<file path="src/rtl/fsa_pkg.sv">
package fsa_pkg;

   typedef enum logic [2:0] {
      CLS_QUIET,
      CLS_WR_TRIG,
      CLS_WR_OTHER,
      CLS_SPR_TWO,
      CLS_SPR_ONE,
      CLS_SPR_MID
   } fetch_cls_e;

   function automatic int imax(input int a, input int b);
      return (a > b) ? a : b;
   endfunction

endpackage

</file>
<file path="src/rtl/fsa_classify.sv">
module fsa_classify
   import fsa_pkg::*;
#(
   parameter int                ADDR_W       = 16,
   parameter int                LEFT_W       = 9,
   parameter logic [ADDR_W-1:0] TRIG_ADDR    = 16'h4014,
   parameter int                CNT_W        = 3,
   parameter int                LEN_QUIET    = 4,
   parameter int                LEN_WR_TRIG  = 2,
   parameter int                LEN_WR_OTHER = 3,
   parameter int                LEN_SPR_TWO  = 1,
   parameter int                LEN_SPR_ONE  = 3,
   parameter int                LEN_SPR_MID  = 2
) (
   input  logic              cpu_wr,
   input  logic [ADDR_W-1:0] wr_addr,
   input  logic              spr_busy,
   input  logic [LEFT_W-1:0] spr_left,
   output logic [CNT_W-1:0]  len
);

   fetch_cls_e cls;

   always_comb begin
      if (spr_busy) begin
         if (spr_left == LEFT_W'(2))      cls = CLS_SPR_TWO;
         else if (spr_left == LEFT_W'(1)) cls = CLS_SPR_ONE;
         else                             cls = CLS_SPR_MID;
      end else if (cpu_wr) begin
         if (wr_addr == TRIG_ADDR)        cls = CLS_WR_TRIG;
         else                             cls = CLS_WR_OTHER;
      end else begin
         cls = CLS_QUIET;
      end
   end

   always_comb begin
      case (cls)
         CLS_WR_TRIG:  len = CNT_W'(LEN_WR_TRIG);
         CLS_WR_OTHER: len = CNT_W'(LEN_WR_OTHER);
         CLS_SPR_TWO:  len = CNT_W'(LEN_SPR_TWO);
         CLS_SPR_ONE:  len = CNT_W'(LEN_SPR_ONE);
         CLS_SPR_MID:  len = CNT_W'(LEN_SPR_MID);
         default:      len = CNT_W'(LEN_QUIET);
      endcase
   end

endmodule

</file>
<file path="src/rtl/fsa_pend_slot.sv">
module fsa_pend_slot #(
   parameter int ADDR_W = 16,
   parameter int CNT_W  = 3
) (
   input  logic              clk,
   input  logic              rst_n,
   input  logic              load,
   input  logic              drain,
   input  logic [CNT_W-1:0]  in_len,
   input  logic [ADDR_W-1:0] in_addr,
   output logic              full,
   output logic [CNT_W-1:0]  len,
   output logic [ADDR_W-1:0] addr
);

   always_ff @(posedge clk or negedge rst_n) begin
      if (!rst_n) begin
         full <= 1'b0;
         len  <= '0;
         addr <= '0;
      end else begin
         if (load) begin
            full <= 1'b1;
            len  <= in_len;
            addr <= in_addr;
         end else if (drain) begin
            full <= 1'b0;
         end
      end
   end

endmodule

</file>
<file path="src/rtl/fsa_stall_core.sv">
module fsa_stall_core #(
   parameter int ADDR_W = 16,
   parameter int DATA_W = 8,
   parameter int CNT_W  = 3
) (
   input  logic              clk,
   input  logic              rst_n,
   input  logic              start,
   input  logic [CNT_W-1:0]  start_len,
   input  logic [ADDR_W-1:0] start_addr,
   input  logic [DATA_W-1:0] mem_data,
   output logic              busy,
   output logic              last,
   output logic [ADDR_W-1:0] cur_addr,
   output logic              buf_load,
   output logic [DATA_W-1:0] buf_byte
);

   logic [CNT_W-1:0] cnt;

   assign busy = (cnt != '0);
   assign last = (cnt == CNT_W'(1));

   always_ff @(posedge clk or negedge rst_n) begin
      if (!rst_n) begin
         cnt      <= '0;
         cur_addr <= '0;
      end else if (start) begin
         cnt      <= start_len;
         cur_addr <= start_addr;
      end else if (busy) begin
         cnt      <= cnt - CNT_W'(1);
      end
   end

   always_ff @(posedge clk or negedge rst_n) begin
      if (!rst_n) begin
         buf_load <= 1'b0;
         buf_byte <= '0;
      end else begin
         buf_load <= last;
         if (last) buf_byte <= mem_data;
      end
   end

endmodule

</file>
<file path="src/rtl/fetch_stall_arb.sv">
module fetch_stall_arb
   import fsa_pkg::*;
#(
   parameter int                ADDR_W       = 16,
   parameter int                DATA_W       = 8,
   parameter int                LEFT_W       = 9,
   parameter logic [ADDR_W-1:0] TRIG_ADDR    = 16'h4014,
   parameter int                LEN_QUIET    = 4,
   parameter int                LEN_WR_TRIG  = 2,
   parameter int                LEN_WR_OTHER = 3,
   parameter int                LEN_SPR_TWO  = 1,
   parameter int                LEN_SPR_ONE  = 3,
   parameter int                LEN_SPR_MID  = 2,
   parameter bit                PEND_EN      = 1'b1
) (
   input  logic              clk,
   input  logic              rst_n,
   input  logic              fetch_req,
   input  logic [ADDR_W-1:0] fetch_addr,
   input  logic              cpu_wr,
   input  logic [ADDR_W-1:0] cpu_wr_addr,
   input  logic              spr_busy,
   input  logic [LEFT_W-1:0] spr_left,
   input  logic [DATA_W-1:0] mem_data,
   output logic              stall,
   output logic              mem_rd,
   output logic [ADDR_W-1:0] mem_addr,
   output logic              buf_load,
   output logic [DATA_W-1:0] buf_byte
);

   localparam int MAX_LEN = imax(imax(imax(LEN_QUIET, LEN_WR_TRIG), imax(LEN_WR_OTHER, LEN_SPR_TWO)),
                                 imax(LEN_SPR_ONE, LEN_SPR_MID));
   localparam int CNT_W   = $clog2(MAX_LEN + 1);

   initial begin
      assert (ADDR_W > 0 && DATA_W > 0 && LEFT_W > 1)
         else $error("fetch_stall_arb: bad width parameter");
      assert (LEN_QUIET >= 1 && LEN_WR_TRIG >= 1 && LEN_WR_OTHER >= 1 &&
              LEN_SPR_TWO >= 1 && LEN_SPR_ONE >= 1 && LEN_SPR_MID >= 1)
         else $error("fetch_stall_arb: every stall length must be at least one cycle");
   end

   logic [CNT_W-1:0]  req_len;
   logic              busy, last;
   logic              pend_full, pend_load, pend_drain;
   logic [CNT_W-1:0]  pend_len;
   logic [ADDR_W-1:0] pend_addr;
   logic              start;
   logic [CNT_W-1:0]  start_len;
   logic [ADDR_W-1:0] start_addr;

   fsa_classify #(
      .ADDR_W(ADDR_W), .LEFT_W(LEFT_W), .TRIG_ADDR(TRIG_ADDR), .CNT_W(CNT_W),
      .LEN_QUIET(LEN_QUIET), .LEN_WR_TRIG(LEN_WR_TRIG), .LEN_WR_OTHER(LEN_WR_OTHER),
      .LEN_SPR_TWO(LEN_SPR_TWO), .LEN_SPR_ONE(LEN_SPR_ONE), .LEN_SPR_MID(LEN_SPR_MID)
   ) u_cls (
      .cpu_wr   (cpu_wr),
      .wr_addr  (cpu_wr_addr),
      .spr_busy (spr_busy),
      .spr_left (spr_left),
      .len      (req_len)
   );

   // Serve the waiting request first; a new one starts directly only when
   // nothing waits and the engine is free or in its final cycle.
   always_comb begin
      if (last) start = pend_full | fetch_req;
      else      start = ~busy & fetch_req;
      start_len  = pend_full ? pend_len  : req_len;
      start_addr = pend_full ? pend_addr : fetch_addr;
      pend_drain = last & pend_full;
      pend_load  = fetch_req & busy & ((~last & ~pend_full) | (last & pend_full));
   end

   generate
      if (PEND_EN) begin : g_slot
         fsa_pend_slot #(.ADDR_W(ADDR_W), .CNT_W(CNT_W)) u_slot (
            .clk     (clk),
            .rst_n   (rst_n),
            .load    (pend_load),
            .drain   (pend_drain),
            .in_len  (req_len),
            .in_addr (fetch_addr),
            .full    (pend_full),
            .len     (pend_len),
            .addr    (pend_addr)
         );
      end else begin : g_noslot
         assign pend_full = 1'b0;
         assign pend_len  = '0;
         assign pend_addr = '0;
      end
   endgenerate

   fsa_stall_core #(.ADDR_W(ADDR_W), .DATA_W(DATA_W), .CNT_W(CNT_W)) u_core (
      .clk        (clk),
      .rst_n      (rst_n),
      .start      (start),
      .start_len  (start_len),
      .start_addr (start_addr),
      .mem_data   (mem_data),
      .busy       (busy),
      .last       (last),
      .cur_addr   (mem_addr),
      .buf_load   (buf_load),
      .buf_byte   (buf_byte)
   );

   assign stall  = busy;
   assign mem_rd = last;

endmodule

</file>
<file path="config.mk">
export PLATFORM = sky130hd
export DESIGN_NAME = fetch_stall_arb
export DESIGN_NICKNAME = d
export VERILOG_FILES = /design/src/rtl/fsa_pkg.sv /design/src/rtl/fsa_classify.sv /design/src/rtl/fsa_pend_slot.sv /design/src/rtl/fsa_stall_core.sv /design/src/rtl/fetch_stall_arb.sv
export SDC_FILE = /design/constraint.sdc
export NUM_CORES = 1
export LEC_CHECK = 0
export BUFFER_PORTS_ARGS = -buffer_cell sky130_fd_sc_hd__buf_2
export CAP_MARGIN = 20
export CORE_ASPECT_RATIO = 1.1
export CORE_MARGIN = 2
export CORE_UTILIZATION = 38
export DETAILED_ROUTE_END_ITERATION = 10
export GPL_TIMING_DRIVEN = 1
export SLEW_MARGIN = 0
export SYNTH_ARGS = -nofsm -noshare
export SYNTH_HDL_FRONTEND = slang
export SYNTH_HIERARCHICAL = 1
export SYNTH_SLANG_ARGS = --single-unit
</file>
<file path="constraint.sdc">
create_clock -name clk -period 2.7 [get_ports clk]
set_input_delay 0.27 -clock clk [delete_from_list [all_inputs] [get_ports clk]]
set_output_delay 0.27 -clock clk [all_outputs]
set_load 0.005 [all_outputs]
</file>
==> flow_summary.ini <==
[min_path]
hold_start = mem_data[0]
hold_class = in -> reg

[drt]
wl_per_cell_um = 13.9
ant_nets = 0
drt_wl_total_um = 4520
drt_iter0_markers = 38
dr.pass1.iters = 4
drc = 0
via_per_inst = 4.68
num_vias = 1527

[clock_tree]
numCtsBuffers = 5
cts_tree = yes
cts-root-buf = clkbuf_8
cts_resized = 0
clockBufferDepth = 2
clk_latency_ns = 0.30
htreeDepth = 2
path_clk_slew_ns = 0.09
clkSinkCount = 48

[global_route]
antenna_found_initial = 0
grt_max_degree = 25
grt_usage = 0.137
grt_pass1_vias = 1557
grt_pass1_wl_um = 7340
overflow = 0

[logic_synthesis]
synthTopCellsByArea = dfrtp_1, mux2_4, mux2_2
netlist-cell-type-count = 26
seq_area_frac_synth = 0.490
synth.top_cell.area_share = 0.490
syn_area_um2 = 2450
synth_warnings = 6
synth_top_area_cell = dfrtp_1
syn_nets = 216
syn_area_per_cell_um2 = 15.5
synth_seq_cells = 48
syn_inst = 158

[critical_path]
crit_path_start_kind = flip-flop
crit_required_ns = 2.88
critical-path-slowest-cell = dfrtp_1
r2r-start = u_core/cnt[1]
cpPeakStageDelay_ns = 0.39
cpMostUsedCell = buf_4
crit_type = reg -> reg
cp.arrival_ns = 2.25
critical_path.max_fanout = 23
worstSetupStartpoint = u_core/cnt[1]
cp_cell_sequence = inv_1, ha_1, nor2b_1, buf_4, a21oi_1, a21oi_2, buf_4, mux2_2
cp-end-kind = flip-flop

[finish]
drive_gt1_frac = 0.659
final_cells = 326
nets = 303
diodes = 0
area_growth_pct = 25.0

[die]
start_util = 0.396
die_x_um = 80.6
dieArea_um2 = 7110
die_h_um = 88.2
rows = 30
core_area_um2 = 6190
io_pins = 81

[placed_design]
place_congestion = 0.673
place_inst = 317
dp_hpwl_um = 3260
port-buffer-count = 80

[power]
ir_worst_vdd_uv = 461
cellPowerDensity_nw_per_um2 = 1140
p_leak_nw = 1.53

[flow_run]
drv_cap = 0

[timing]
period_minus_slack_ns = 2.07
drv_slew = 0
fmax_mhz = 484
clock_skew_ns = 0.00692
setup-tns-final_ns = 0
rsz0062_at_grt = false
setup_viol = 0
relSlewSlack = 0.628
fin_crit_sh = 0.766
worstMarginPinSlew_ns = 0.557
hold_violations = 0

[run_status]
run_status = completed
==> per-layer routing <==
metal  wire [um]  global-route usage
met5           0                   0
met4          62              0.0416
met3         229              0.0357
met2        2170               0.230
met1        2060               0.174
==> power breakdown <==
| group | total (mW) | internal (mW) | switching (mW) |
|---|---|---|---|
| clock | 0.545 | 0.303 | 0.242 |
| combinational | 1.64 | 1.07 | 0.574 |
| sequential | 1.29 | 1.09 | 0.204 |
==> synthesized netlist by cell type <==
library cell and count:
a31oi_1 2, or3b_1 1, dfrtp_1 48, a32o_1 1
buf_4 2, mux2_4 46, nand2b_1 1, nor2b_1 4
nor4b_1 2, mux2_2 16, nor2_1 3, nand2_1 1
nor4b_2 3, a311oi_1 1, a21oi_1 2, ha_1 4
or2b_1 1, a21o_1 1, xor2_1 1, a221oi_1 1
nand4_1 1, inv_1 8, nor4_2 1, and4b_1 1
nor4_1 1, buf_6 5
==> cell type report <==
cell class,count,area [um2]
Clock inverter,2,38.8
Clock buffer,6,82.6
Fill cell,589,3130
Timing Repair Buffer,87,455
Inverter,8,30.0
Multi-Input combinational cell,95,1150
Tap cell,80,100
Sequential cell,48,1200
==> state kept, by name, summed over array words and instances (netlist names) <==
name	flops
g_slot.u_slot/full	1
u_core/cnt	3
u_core/buf_load	1
g_slot.u_slot/len	3
g_slot.u_slot/addr	16
u_core/buf_byte	8
u_core/cur_addr	16
==> final timing paths <==
path	endpoint	slack, ns	depth (start not counted)
worst max-delay path	u_core/cur_addr[15]	0.63	8
worst min-delay path	u_core/buf_byte[0]	0.19	2
worst max register to register	u_core/cur_addr[15]	0.63	8
worst min register to register	u_core/cur_addr[11]	0.51	1
max in group asynchronous	u_core/cur_addr[1]	1.57	3
min in group asynchronous	u_core/buf_byte[5]	0.49	2
==> cell usage in the layout (no fill, tap or decap), drive strengths merged, types with 2 or more instances in the layout <==
cell type,count
buf,86
mux2,62
dfrtp,48
inv,8
clkbuf,6
nor4b,5
ha,4
nor2b,4
nor2,3
a31oi,2
a21oi,2
nor4,2
==> stage by stage <==
step | setup WS (ns) | area, um2 | power [mW] | hold slack, ns | util
3_5_place_dp | 0.630 | 2930 | 2.97 | 0.293 | 0.473
3_3_place_gp | 0.701 | 2930 | 2.94 | 0.292 | 0.473
2_1_floorplan | 0.772 | 2450 | 2.56 | -0.0256 | -
6_report | 0.633 | 3060 | 3.48 | 0.194 | 0.494
4_1_cts | 0.600 | 3060 | 3.54 | 0.183 | 0.494
5_1_grt | 0.540 | 3060 | 3.73 | 0.182 | 0.494
==> kinds of logic (layout without fill, tap and decap cells) <==
kind of cell	after synthesis	after routing	share of synthesized area
adder cells (fa/ha/maj)	4	4	0.0204
AO/OA/AOI/OAI	8	8	0.0235
AND/OR/NAND/NOR	20	20	0.0654
flip-flops	48	48	0.490
multiplexers	62	62	0.355
XOR/XNOR	1	1	0.00358
buffers and inverters	15	103	0.0414
==> critical path, delay by kind of cell, from the launching register on <==
kind / cells / cell delay, ns
flops: 1 / 0.39
fa+ha+maj: 1 / 0.14
mux: 1 / 0.38
compound gates: 2 / 0.23
buf+inv: 3 / 0.64
simple gates: 1 / 0.18
==> timing repair <==
| item | in CTS | in global routing |
|---|---|---|
| hold buffers | 1 | 0 |
| endpoints found under the hold margin | 22 | 0 |
| setup buffers | 0 | 0 |
(Power assumes the default switching activity.)
